$ cat config.mk
export PLATFORM = sky130hd
export DESIGN_NAME = pinport_ctl
export DESIGN_NICKNAME = d
export VERILOG_FILES = /design/src/rtl/pinport_pkg.sv /design/src/rtl/pinport_sync.sv /design/src/rtl/pinport_regs.sv /design/src/rtl/pinport_mux.sv /design/src/rtl/pinport_ctl.sv
export SDC_FILE = /design/constraint.sdc
export NUM_CORES = 1
export LEC_CHECK = 0
export ABC_CLOCK_PERIOD_IN_PS = 2300
export BUFFER_PORTS_ARGS = -buffer_cell sky130_fd_sc_hd__buf_2
export CORE_AREA = 5 5 62 64
export DETAILED_ROUTE_END_ITERATION = 7
export DIE_AREA = 0 0 67 69
export PLACE_DENSITY = 0.8
export RECOVER_POWER = 50
export SYNTH_ARGS = -nofsm -noshare
export SYNTH_HDL_FRONTEND = slang
export SYNTH_SLANG_ARGS = --single-unit
$ cat constraint.sdc
create_clock -name clk -period 2.3 [get_ports clk]
set_clock_uncertainty 0.05 [all_clocks]
set_input_delay 0 -clock clk [delete_from_list [all_inputs] [get_ports clk]]
set_output_delay 0 -clock clk [all_outputs]
set_load 0.005 [all_outputs]
$ cat src/rtl/pinport_pkg.sv
package pinport_pkg;

   typedef enum logic [1:0] {
      PM_ADDR_LOCK = 2'd0,
      PM_ADDR_OPT  = 2'd1,
      PM_GPIO      = 2'd2
   } port_role_e;

   function automatic port_role_e role_of(input logic [2:0] mode);
      if (mode >= 3'd1 && mode <= 3'd4) return PM_ADDR_LOCK;
      else if (mode == 3'd5)            return PM_ADDR_OPT;
      else                              return PM_GPIO;
   endfunction

endpackage

$ cat src/rtl/pinport_sync.sv
module pinport_sync #(
   parameter int W      = 4,
   parameter int STAGES = 2
) (
   input  logic         clk,
   input  logic         rst_n,
   input  logic [W-1:0] d,
   output logic [W-1:0] q
);
   if (STAGES < 2) begin : g_bad_stages
      $error("pinport_sync: STAGES must be at least 2");
   end

   logic [W-1:0] stg [STAGES];

   for (genvar s = 0; s < STAGES; s++) begin : g_stage
      if (s == 0) begin : g_first
         always_ff @(posedge clk) begin
            if (!rst_n) stg[0] <= '0;
            else        stg[0] <= d;
         end
      end else begin : g_next
         always_ff @(posedge clk) begin
            if (!rst_n) stg[s] <= '0;
            else        stg[s] <= stg[s-1];
         end
      end
   end

   assign q = stg[STAGES-1];
endmodule

$ cat src/rtl/pinport_regs.sv
module pinport_regs
   import pinport_pkg::*;
#(
   parameter int ADDR_W = 20,
   parameter int DATA_W = 8,
   parameter int PIN_N  = 4,
   parameter logic [ADDR_W-1:0] DIR_ADDR = 20'hEE004,
   parameter logic [ADDR_W-1:0] DAT_ADDR = 20'hFFFD4,
   parameter logic [ADDR_W-1:0] PU_ADDR  = 20'hEE03F
) (
   input  logic              clk,
   input  logic              rst_n,
   input  logic [2:0]        mode_i,
   input  logic [ADDR_W-1:0] bus_addr,
   input  logic [DATA_W-1:0] bus_wdata,
   input  logic              bus_we,
   input  logic              bus_re,
   input  logic [PIN_N-1:0]  pin_sync,
   output logic [DATA_W-1:0] bus_rdata,
   output port_role_e        role,
   output logic [PIN_N-1:0]  eff_dir,
   output logic [PIN_N-1:0]  dat_q,
   output logic [PIN_N-1:0]  pu_q
);
   localparam int RESV_W = DATA_W - PIN_N;

   if (PIN_N < 1 || PIN_N >= DATA_W) begin : g_bad_width
      $error("pinport_regs: PIN_N must be between 1 and DATA_W-1");
   end

   logic [2:0]        mode_q;
   logic [PIN_N-1:0]  dir_q;
   logic [DATA_W-1:0] rd_val;
   logic              hit_dir, hit_dat, hit_pu;
   logic              unused_wdata_hi;

   assign unused_wdata_hi = ^bus_wdata[DATA_W-1:PIN_N];

   // mode is only sampled while reset is asserted
   always_ff @(posedge clk) begin
      if (!rst_n) mode_q <= mode_i;
   end

   assign role    = role_of(mode_q);
   assign eff_dir = (role == PM_ADDR_LOCK) ? '1 : dir_q;

   assign hit_dir = (bus_addr == DIR_ADDR);
   assign hit_dat = (bus_addr == DAT_ADDR);
   assign hit_pu  = (bus_addr == PU_ADDR);

   always_comb begin
      rd_val = '0;
      if (hit_dir)
         rd_val = '1;
      else if (hit_dat)
         rd_val = {{RESV_W{1'b1}}, (eff_dir & dat_q) | (~eff_dir & pin_sync)};
      else if (hit_pu)
         rd_val = {{RESV_W{1'b1}}, pu_q};
   end

   always_ff @(posedge clk) begin
      if (!rst_n) begin
         dir_q     <= '0;
         dat_q     <= '0;
         pu_q      <= '0;
         bus_rdata <= '0;
      end else begin
         if (bus_we) begin
            if (hit_dir && role != PM_ADDR_LOCK) dir_q <= bus_wdata[PIN_N-1:0];
            if (hit_dat)                         dat_q <= bus_wdata[PIN_N-1:0];
            if (hit_pu)                          pu_q  <= bus_wdata[PIN_N-1:0];
         end
         bus_rdata <= bus_re ? rd_val : '0;
      end
   end
endmodule

$ cat src/rtl/pinport_mux.sv
module pinport_mux
   import pinport_pkg::*;
#(
   parameter int PIN_N = 4
) (
   input  port_role_e       role,
   input  logic [PIN_N-1:0] eff_dir,
   input  logic [PIN_N-1:0] dat_q,
   input  logic [PIN_N-1:0] pu_q,
   input  logic [PIN_N-1:0] addr_line,
   output logic [PIN_N-1:0] pin_out,
   output logic [PIN_N-1:0] pin_oe,
   output logic [PIN_N-1:0] pin_pu
);
   logic use_addr, pu_allow;

   assign use_addr = (role != PM_GPIO);
   assign pu_allow = (role != PM_ADDR_LOCK);

   for (genvar p = 0; p < PIN_N; p++) begin : g_pin
      assign pin_oe[p]  = eff_dir[p];
      assign pin_out[p] = eff_dir[p] & (use_addr ? addr_line[p] : dat_q[p]);
      assign pin_pu[p]  = pu_q[p] & ~eff_dir[p] & pu_allow;
   end
endmodule

$ cat src/rtl/pinport_ctl.sv
module pinport_ctl
   import pinport_pkg::*;
#(
   parameter int ADDR_W      = 20,
   parameter int DATA_W      = 8,
   parameter int PIN_N       = 4,
   parameter int SYNC_STAGES = 2,
   parameter logic [ADDR_W-1:0] DIR_ADDR = 20'hEE004,
   parameter logic [ADDR_W-1:0] DAT_ADDR = 20'hFFFD4,
   parameter logic [ADDR_W-1:0] PU_ADDR  = 20'hEE03F
) (
   input  logic              clk,
   input  logic              rst_n,
   input  logic [2:0]        mode_i,
   input  logic [ADDR_W-1:0] bus_addr,
   input  logic [DATA_W-1:0] bus_wdata,
   input  logic              bus_we,
   input  logic              bus_re,
   output logic [DATA_W-1:0] bus_rdata,
   input  logic [PIN_N-1:0]  pin_in,
   input  logic [PIN_N-1:0]  addr_line,
   output logic [PIN_N-1:0]  pin_out,
   output logic [PIN_N-1:0]  pin_oe,
   output logic [PIN_N-1:0]  pin_pu
);
   if (DIR_ADDR == DAT_ADDR || DIR_ADDR == PU_ADDR || DAT_ADDR == PU_ADDR) begin : g_bad_map
      $error("pinport_ctl: register addresses must differ");
   end

   port_role_e       role;
   logic [PIN_N-1:0] pin_sync, eff_dir, dat_q, pu_q;

   pinport_sync #(.W(PIN_N), .STAGES(SYNC_STAGES)) u_sync (
      .clk(clk), .rst_n(rst_n), .d(pin_in), .q(pin_sync)
   );

   pinport_regs #(
      .ADDR_W(ADDR_W), .DATA_W(DATA_W), .PIN_N(PIN_N),
      .DIR_ADDR(DIR_ADDR), .DAT_ADDR(DAT_ADDR), .PU_ADDR(PU_ADDR)
   ) u_regs (
      .clk(clk), .rst_n(rst_n), .mode_i(mode_i),
      .bus_addr(bus_addr), .bus_wdata(bus_wdata), .bus_we(bus_we), .bus_re(bus_re),
      .pin_sync(pin_sync), .bus_rdata(bus_rdata),
      .role(role), .eff_dir(eff_dir), .dat_q(dat_q), .pu_q(pu_q)
   );

   pinport_mux #(.PIN_N(PIN_N)) u_mux (
      .role(role), .eff_dir(eff_dir), .dat_q(dat_q), .pu_q(pu_q),
      .addr_line(addr_line),
      .pin_out(pin_out), .pin_oe(pin_oe), .pin_pu(pin_pu)
   );
endmodule

==> results of run 1 <==
stage by stage:
step           power [mW]  std cells  util (%)
2_1_floorplan       0.578        169         -
3_3_place_gp        0.644        269      53.9
3_5_place_dp        0.648        269      53.9
4_1_cts             0.905        293      61.2
5_1_grt             0.943        293      61.1
6_report            0.896        293      61.1
layout by cell type (no fill, tap or decap), drive strengths merged:
master,count
dfxtp,25
mux2i,4
and2,8
a21oi,10
nor2,5
buf,59
o21ai,13
dlygate4sd3,20
nor3,1
nand2b,1
nand3,13
or4,5
nand4,12
nand2,18
edfxtp,3
or3,2
nor2b,1
a22oi,3
and4,4
or3b,1
clkbuf,7
nor4,3
inv,13
a2111o,1
a31oi,8
o21bai,1
clkinv,1
o211ai,4
or4b,1
per-layer routing:
layer | wire, um | GRT usage (%) | vias up
li1 | - | - | 777
met1 | 1630 | 20.2 | 662
met2 | 1870 | 27.8 | 68
met3 | 311 | 3.08 | 13
met4 | 92 | 5.86 | 0
met5 | 0 | 0 | -
area by class of cell:
type / count / area [um2]
Timing Repair Buffer: 82 / 517
Multi-Input combinational cell: 119 / 721
Sequential cell: 28 / 591
Fill cell: 297 / 1260
Inverter: 14 / 52.6
Clock buffer: 4 / 36.3
Tap cell: 46 / 57.6
cells by family (layout without fill, tap and decap cells):
group | Yosys count | in the layout | synth area share (%)
muxes | 4 | 4 | 2.85
and+or+nand+nor | 75 | 75 | 31.6
buffers and inverters | 22 | 100 | 6.68
AOI/OAI and AO/OA | 40 | 40 | 16.8
DFF | 28 | 28 | 42.0
critical path: cells and delay by family:
family	cells	cell delay (ns)
buffers and inverters	2	0.67
multiplexers	1	0.28
AND/OR/NAND/NOR	3	1.18
flip-flops by register name, indices dropped and copies added, names as in the netlist:
name,flops
u_sync.stg,8
u_regs.pu_q,4
u_regs.bus_rdata,5
u_regs.dir_q,4
u_regs.dat_q,4
u_regs.mode_q,3
cell usage after synthesis:
cell,number,area [um2]
sky130_fd_sc_hd__or4_4,3,33.8
sky130_fd_sc_hd__or3b_2,1,8.76
sky130_fd_sc_hd__nand4_1,12,75.1
sky130_fd_sc_hd__inv_1,13,48.8
sky130_fd_sc_hd__clkinv_1,1,3.75
sky130_fd_sc_hd__edfxtp_1,3,90.1
sky130_fd_sc_hd__or4_1,2,15.0
sky130_fd_sc_hd__and2_1,8,50.1
sky130_fd_sc_hd__nor4_1,1,6.26
sky130_fd_sc_hd__o21ai_0,13,65.1
sky130_fd_sc_hd__nand3_1,13,65.1
sky130_fd_sc_hd__nand2b_1,1,6.26
sky130_fd_sc_hd__nor3_1,1,5.00
sky130_fd_sc_hd__a22oi_1,3,22.5
sky130_fd_sc_hd__a2111o_1,1,11.3
sky130_fd_sc_hd__and4_1,4,35.0
sky130_fd_sc_hd__o211ai_1,4,30.0
sky130_fd_sc_hd__nor4_2,2,25.0
sky130_fd_sc_hd__or4b_4,1,13.8
sky130_fd_sc_hd__nand2_1,18,67.6
sky130_fd_sc_hd__a31oi_1,8,50.1
sky130_fd_sc_hd__nor2_1,5,18.8
sky130_fd_sc_hd__mux2i_1,4,40.0
sky130_fd_sc_hd__or3_1,2,12.5
sky130_fd_sc_hd__o21bai_1,1,7.51
sky130_fd_sc_hd__dfxtp_1,25,500
sky130_fd_sc_hd__a21oi_1,10,50.1
sky130_fd_sc_hd__clkbuf_1,5,18.8
sky130_fd_sc_hd__nor2b_1,1,6.26
sky130_fd_sc_hd__buf_4,3,22.5
where the power goes:
part / switching [mW] / internal, mW
logic: 0.0745 / 0.0744
registers: 0.00661 / 0.505
clock network: 0.139 / 0.0969
final timing paths:
check / from / end / slack [ns] / cells after the start
worst min-delay path: bus_addr[1] / u_regs.dir_q[2]$_SDFFE_PN0P_ / 0.04 / 4
worst min register to register: u_sync.stg[0][3]$_SDFF_PN0_ / u_sync.stg[1][3]$_SDFF_PN0_ / 0.41 / 1
worst max register to register: u_regs.mode_q[0]$_DFFE_PN_ / u_regs.dir_q[0]$_SDFFE_PN0P_ / 0.46 / 4
worst max-delay path: bus_addr[0] / u_regs.dat_q[3]$_SDFFE_PN0P_ / 0.40 / 6
==> impl_metrics.env, run 1 <==
export IMPL_result_of_the_run="finished, final reports clean"
export IMPL_critPathMaxStageDelay_ns=0.57
export IMPL_slew_viol_final=0
export IMPL_antenna_cells=0
export IMPL_timing_final_crit_share_pct=82.6
export IMPL_setup_worst_path_start_class="input port"
export IMPL_stdcell_area_mm2=0.00197
export IMPL_timing_final_ws_setup_ns=0.399
export IMPL_initial_cell_density_of_the_core_pct=43.5
export IMPL_pre_cts_ws_ns=0.333
export IMPL_cts_sinks=28
export IMPL_power_per_cell_area_mw_per_mm2=454
export IMPL_buffer_ports_inserted=58
export IMPL_floorplan_io_pins=63
export IMPL_floorplan_die_width_um=67
export IMPL_critical_path_slowest_cell="sky130_fd_sc_hd__dlygate4sd3_1"
export IMPL_post_detailed_route_count_of_antenna_violating_nets=0
export IMPL_worst_setup_hold_path_clk_slew_ns=0.15
export IMPL_max_slew_margin_pct=55.4
export IMPL_grt_overflow_total=0
export IMPL_postCtsHoldBufs=20
export IMPL_hold_viol_final=0
export IMPL_core_area_mm2=0.00323
export IMPL_synthesis_area_mm2=0.00141
export IMPL_ir_drop_mv=0.355
export IMPL_cts_root_buf="sky130_fd_sc_hd__clkbuf_4"
export IMPL_antenna_found_initial=0
export IMPL_drt_vias_per_instance=5.19
export IMPL_drt_pass1_iter_count=4
export IMPL_fp_dieH_um=69
export IMPL_cts_inserted_buffers=3
export IMPL_wire_per_inst_um=13.3
export IMPL_area_growth_synth_to_final_pct=40.5
export IMPL_grt_pass1_wl_um=6140
export IMPL_max_cap_violations=0
export IMPL_postCtsResizedCells=0
export IMPL_critical_path_cell_chain="buf_2, or4b_4, nor4_2, nand3_1, mux2i_1, dlygate4sd3_1"
export IMPL_gr_usage_total_pct=16.4
export IMPL_crit_path_kind="in2reg"
export IMPL_timing_critical_path_fanout_max=4
export IMPL_synth_yosys_warnings=0
export IMPL_synth_area_per_cell_um2=8.31
export IMPL_p_leak_nw=0.817
export IMPL_layout_nets=291
export IMPL_end_kind="flip-flop"
export IMPL_first_global_vias=1436
export IMPL_drt_first_iter_violations=94
export IMPL_grt_setup_unrepaired="no"
export IMPL_routed_wirelength_um=3910
export IMPL_floorplan_rows=21
export IMPL_min_delay_path_class="in2reg"
export IMPL_grt_max_degree=19
export IMPL_number_of_unique_standard_cell_types_used_by_synthesis=30
export IMPL_post_dp_cell_area_mm2=0.00174
export IMPL_min_hold_slack_ns=0.0440
export IMPL_number_of_remaining_drc_errors=0
export IMPL_dp_hpwl_um=2910
export IMPL_clk_insertion_delay_late_ns=0.33
export IMPL_fmaxAchievable_mhz=526
export IMPL_arrival_ns=2.13
export IMPL_number_of_synthesized_register_bits=28
export IMPL_synth_cells=169
export IMPL_gp_routability_congestion=0.860
export IMPL_tritoncts_clock_tree="yes"
export IMPL_required_ns=2.53
export IMPL_post_cts_repair_setup_buffers=0
export IMPL_vias_post_dr=1520
export IMPL_worst_pin_slew_ns=0.670
export IMPL_cts_max_level=1
export IMPL_cts_buffer_depth=2
export IMPL_die_area_mm2=0.00462
export IMPL_drive_above_1_share_pct=28.3
export IMPL_setup_total_negative_slack_ns=0
export IMPL_synth_yosys_seq_area_share_pct=42.0
export IMPL_finalSetupViolCount=0
export IMPL_synthesis_nets=212
export IMPL_finalWorstPathRequiredPeriod_ns=1.90
(Power assumes the default switching activity.)
==> inputs of run 2 (changes only) <==
--- a/config.mk
+++ b/config.mk
@@ -5,7 +5,7 @@
 export SDC_FILE = /design/constraint.sdc
 export NUM_CORES = 1
 export LEC_CHECK = 0
-export ABC_CLOCK_PERIOD_IN_PS = 2300
+export ABC_CLOCK_PERIOD_IN_PS = 1830
 export BUFFER_PORTS_ARGS = -buffer_cell sky130_fd_sc_hd__buf_2
 export CORE_AREA = 5 5 62 64
 export DETAILED_ROUTE_END_ITERATION = 7
==> constraint.sdc (replaced) <==
create_clock -name clk -period 1.83 [get_ports clk]
set_clock_uncertainty 0.05 [all_clocks]
set_input_delay 0 -clock clk [delete_from_list [all_inputs] [get_ports clk]]
set_output_delay 0 -clock clk [all_outputs]
set_load 0.005 [all_outputs]
==> run 2 against run 1 <==
Net effect: first-iteration DRC count rose by 60%; global-route usage up 1.0 points; non-clock buffer count is 12 higher; via count rose by 6.2%; design area rose by 6.8%; flip-flop and latch count is the same; clock power grew 27%; sequential share of layout area shrank 1.9 points; setup slack worse by 0.36 ns.
==> impl_metrics.env, run 2 (synthesis gave the netlist of run 1 again) <==
export IMPL_arrival_ns=1.74
export IMPL_routed_wirelength_um=4300
export IMPL_setup_total_negative_slack_ns=0
export IMPL_ir_drop_mv=0.438
export IMPL_setup_worst_path_start_class="flip-flop"
export IMPL_timing_critical_path_fanout_max=7
export IMPL_antenna_found_initial=0
export IMPL_cts_max_level=1
export IMPL_cts_sinks=28
export IMPL_multi_input_area_um2=766
export IMPL_layout_cells_most_common="sky130_fd_sc_hd__buf_2"
export IMPL_worst_pin_slew_ns=0.657
export IMPL_antenna_cells=0
export IMPL_place_inst=276
export IMPL_seq_cell_area_um2=591
export IMPL_critical_path_slowest_cell="sky130_fd_sc_hd__or3b_4"
export IMPL_result_of_the_run="finished, final reports clean"
export IMPL_post_detailed_route_count_of_antenna_violating_nets=0
export IMPL_layout_top_registers="u_sync.stg x8, u_regs.bus_rdata x5"
export IMPL_path_buf_inv=2
export IMPL_area_growth_synth_to_final_pct=50.0
export IMPL_max_slew_margin_pct=56.2
export IMPL_drt_vias_per_instance=5.27
export IMPL_grt_setup_unrepaired="yes"
export IMPL_slew_viol_final=0
export IMPL_core_area_mm2=0.00323
export IMPL_vias_post_dr=1614
export IMPL_hold_path_cell_cnt=4
export IMPL_path_length_in_cells_of_the_critical_path=6
export IMPL_floorplan_io_pins=63
export IMPL_crit_path_kind="reg2out"
export IMPL_finalSetupViolCount=0
export IMPL_drive_above_1_share_pct=36.2
export IMPL_fin_cells=306
export IMPL_initial_cell_density_of_the_core_pct=43.5
export IMPL_hold_viol_final=0
export IMPL_final_cell_mix="56 x sky130_fd_sc_hd__buf_2, 25 x sky130_fd_sc_hd__dfxtp_1, 18 x sky130_fd_sc_hd__buf_4"
export IMPL_first_global_vias=1484
export IMPL_register_containing_the_most_flip_flops_in_the_final_layout="u_sync.stg"
export IMPL_max_reg_flops=8
export IMPL_tritoncts_clock_tree="yes"
export IMPL_min_hold_slack_ns=0.0918
export IMPL_cts_inserted_buffers=3
export IMPL_worst_setup_hold_path_clk_slew_ns=0.15
export IMPL_number_of_remaining_drc_errors=0
export IMPL_worst_r2r_path_depth=5
export IMPL_floorplan_rows=21
export IMPL_critical_path_cell_chain="buf_4, or3b_4, nand2_2, nand2_1, o21ai_1, buf_2"
export IMPL_gr_usage_total_pct=17.4
export IMPL_gp_routability_congestion=0.853
export IMPL_fill_cells=276
export IMPL_grt_max_degree=19
export IMPL_grt_pass1_wl_um=6440
export IMPL_drt_pass1_iter_count=6
export IMPL_max_cap_violations=0
export IMPL_drt_first_iter_violations=150
export IMPL_end_kind="output port"
export IMPL_critPathMaxStageDelay_ns=0.45
export IMPL_required_ns=1.78
export IMPL_power_per_cell_area_mw_per_mm2=561
export IMPL_worst_path_dominant_cell_family="simple AND/OR/NAND/NOR gates"
export IMPL_finalWorstPathRequiredPeriod_ns=1.79
export IMPL_wire_per_inst_um=14.0
export IMPL_buffer_ports_inserted=58
export IMPL_cts_buffer_depth=2
export IMPL_min_delay_path_class="in2reg"
export IMPL_grt_overflow_total=0
export IMPL_timing_final_crit_share_pct=98.0
export IMPL_clk_insertion_delay_late_ns=0.33
export IMPL_die_area_mm2=0.00462
export IMPL_fmaxAchievable_mhz=557
export IMPL_p_leak_nw=0.885
export IMPL_fp_dieH_um=69
export IMPL_layout_nets=304
export IMPL_floorplan_die_width_um=67
export IMPL_cts_root_buf="sky130_fd_sc_hd__clkbuf_4"
export IMPL_dp_hpwl_um=2980
-- run 2: worst paths after layout --
check | startpoint | endpoint | slack [ns]
setup / recovery | u_regs.mode_q[1]$_DFFE_PN_ | pin_out[1] | 0.04
hold / removal | bus_addr[15] | u_regs.bus_rdata[6]$_SDFF_PN0_ | 0.09
setup reg to reg | u_regs.mode_q[1]$_DFFE_PN_ | u_regs.bus_rdata[2]$_SDFF_PN0_ | 0.04
hold reg to reg | u_sync.stg[0][3]$_SDFF_PN0_ | u_sync.stg[1][3]$_SDFF_PN0_ | 0.41
-- run 2: worst register-to-register path, delay by kind of cell, from the launching register on --
family,cells,cell delay [ns]
compound gates,2,0.29
buf+inv,1,0.17
flops,1,0.42
simple gates,2,0.76
-- run 2: through the flow --
step	instance area, um2	total power, mW	util, %	worst slack (ns)
2_1_floorplan	1410	0.726	-	0.0629
5_1_grt	2110	1.23	65.2	-0.0566
6_report	2110	1.18	65.2	0.0359
4_1_cts	2040	1.15	63.2	0.00331
3_3_place_gp	1790	0.814	55.5	-0.0559
3_5_place_dp	1790	0.818	55.5	-0.0716
-- run 2: timing repair --
action | in CTS | in global routing
buffers inserted | 5 | 4
gates cloned | 0 | 2
setup endpoints to repair | 5 | 11
hold endpoints to repair | 24 | 0
pin swaps | 1 | 4
resized for setup | 5 | 8
hold buffers | 16 | 0
-- run 2: per-layer routing --
layer / wire (um) / share of wire (%) / GRT usage [%]
met5: 0 / 0 / 0
met4: 67 / 1.6 / 4.28
met3: 235 / 5.5 / 2.44
met2: 2190 / 51 / 30.2
met1: 1800 / 42 / 22.2
-- run 2: where the power goes --
| part | total (mW) | internal [mW] | leakage (nW) | switching [mW] |
|---|---|---|---|---|
| logic | 0.242 | 0.126 | 0.632 | 0.117 |
| registers | 0.640 | 0.634 | 0.232 | 0.00585 |
| clock network | 0.300 | 0.122 | 0.0210 | 0.178 |
-- run 2: cell type report --
cell class	count	area share, %
clock buffer	4	1.72
inverter	14	2.49
multi-input combinational	120	36.3
sequential	28	28.0
tap	46	2.73
timing repair buffer	94	28.7
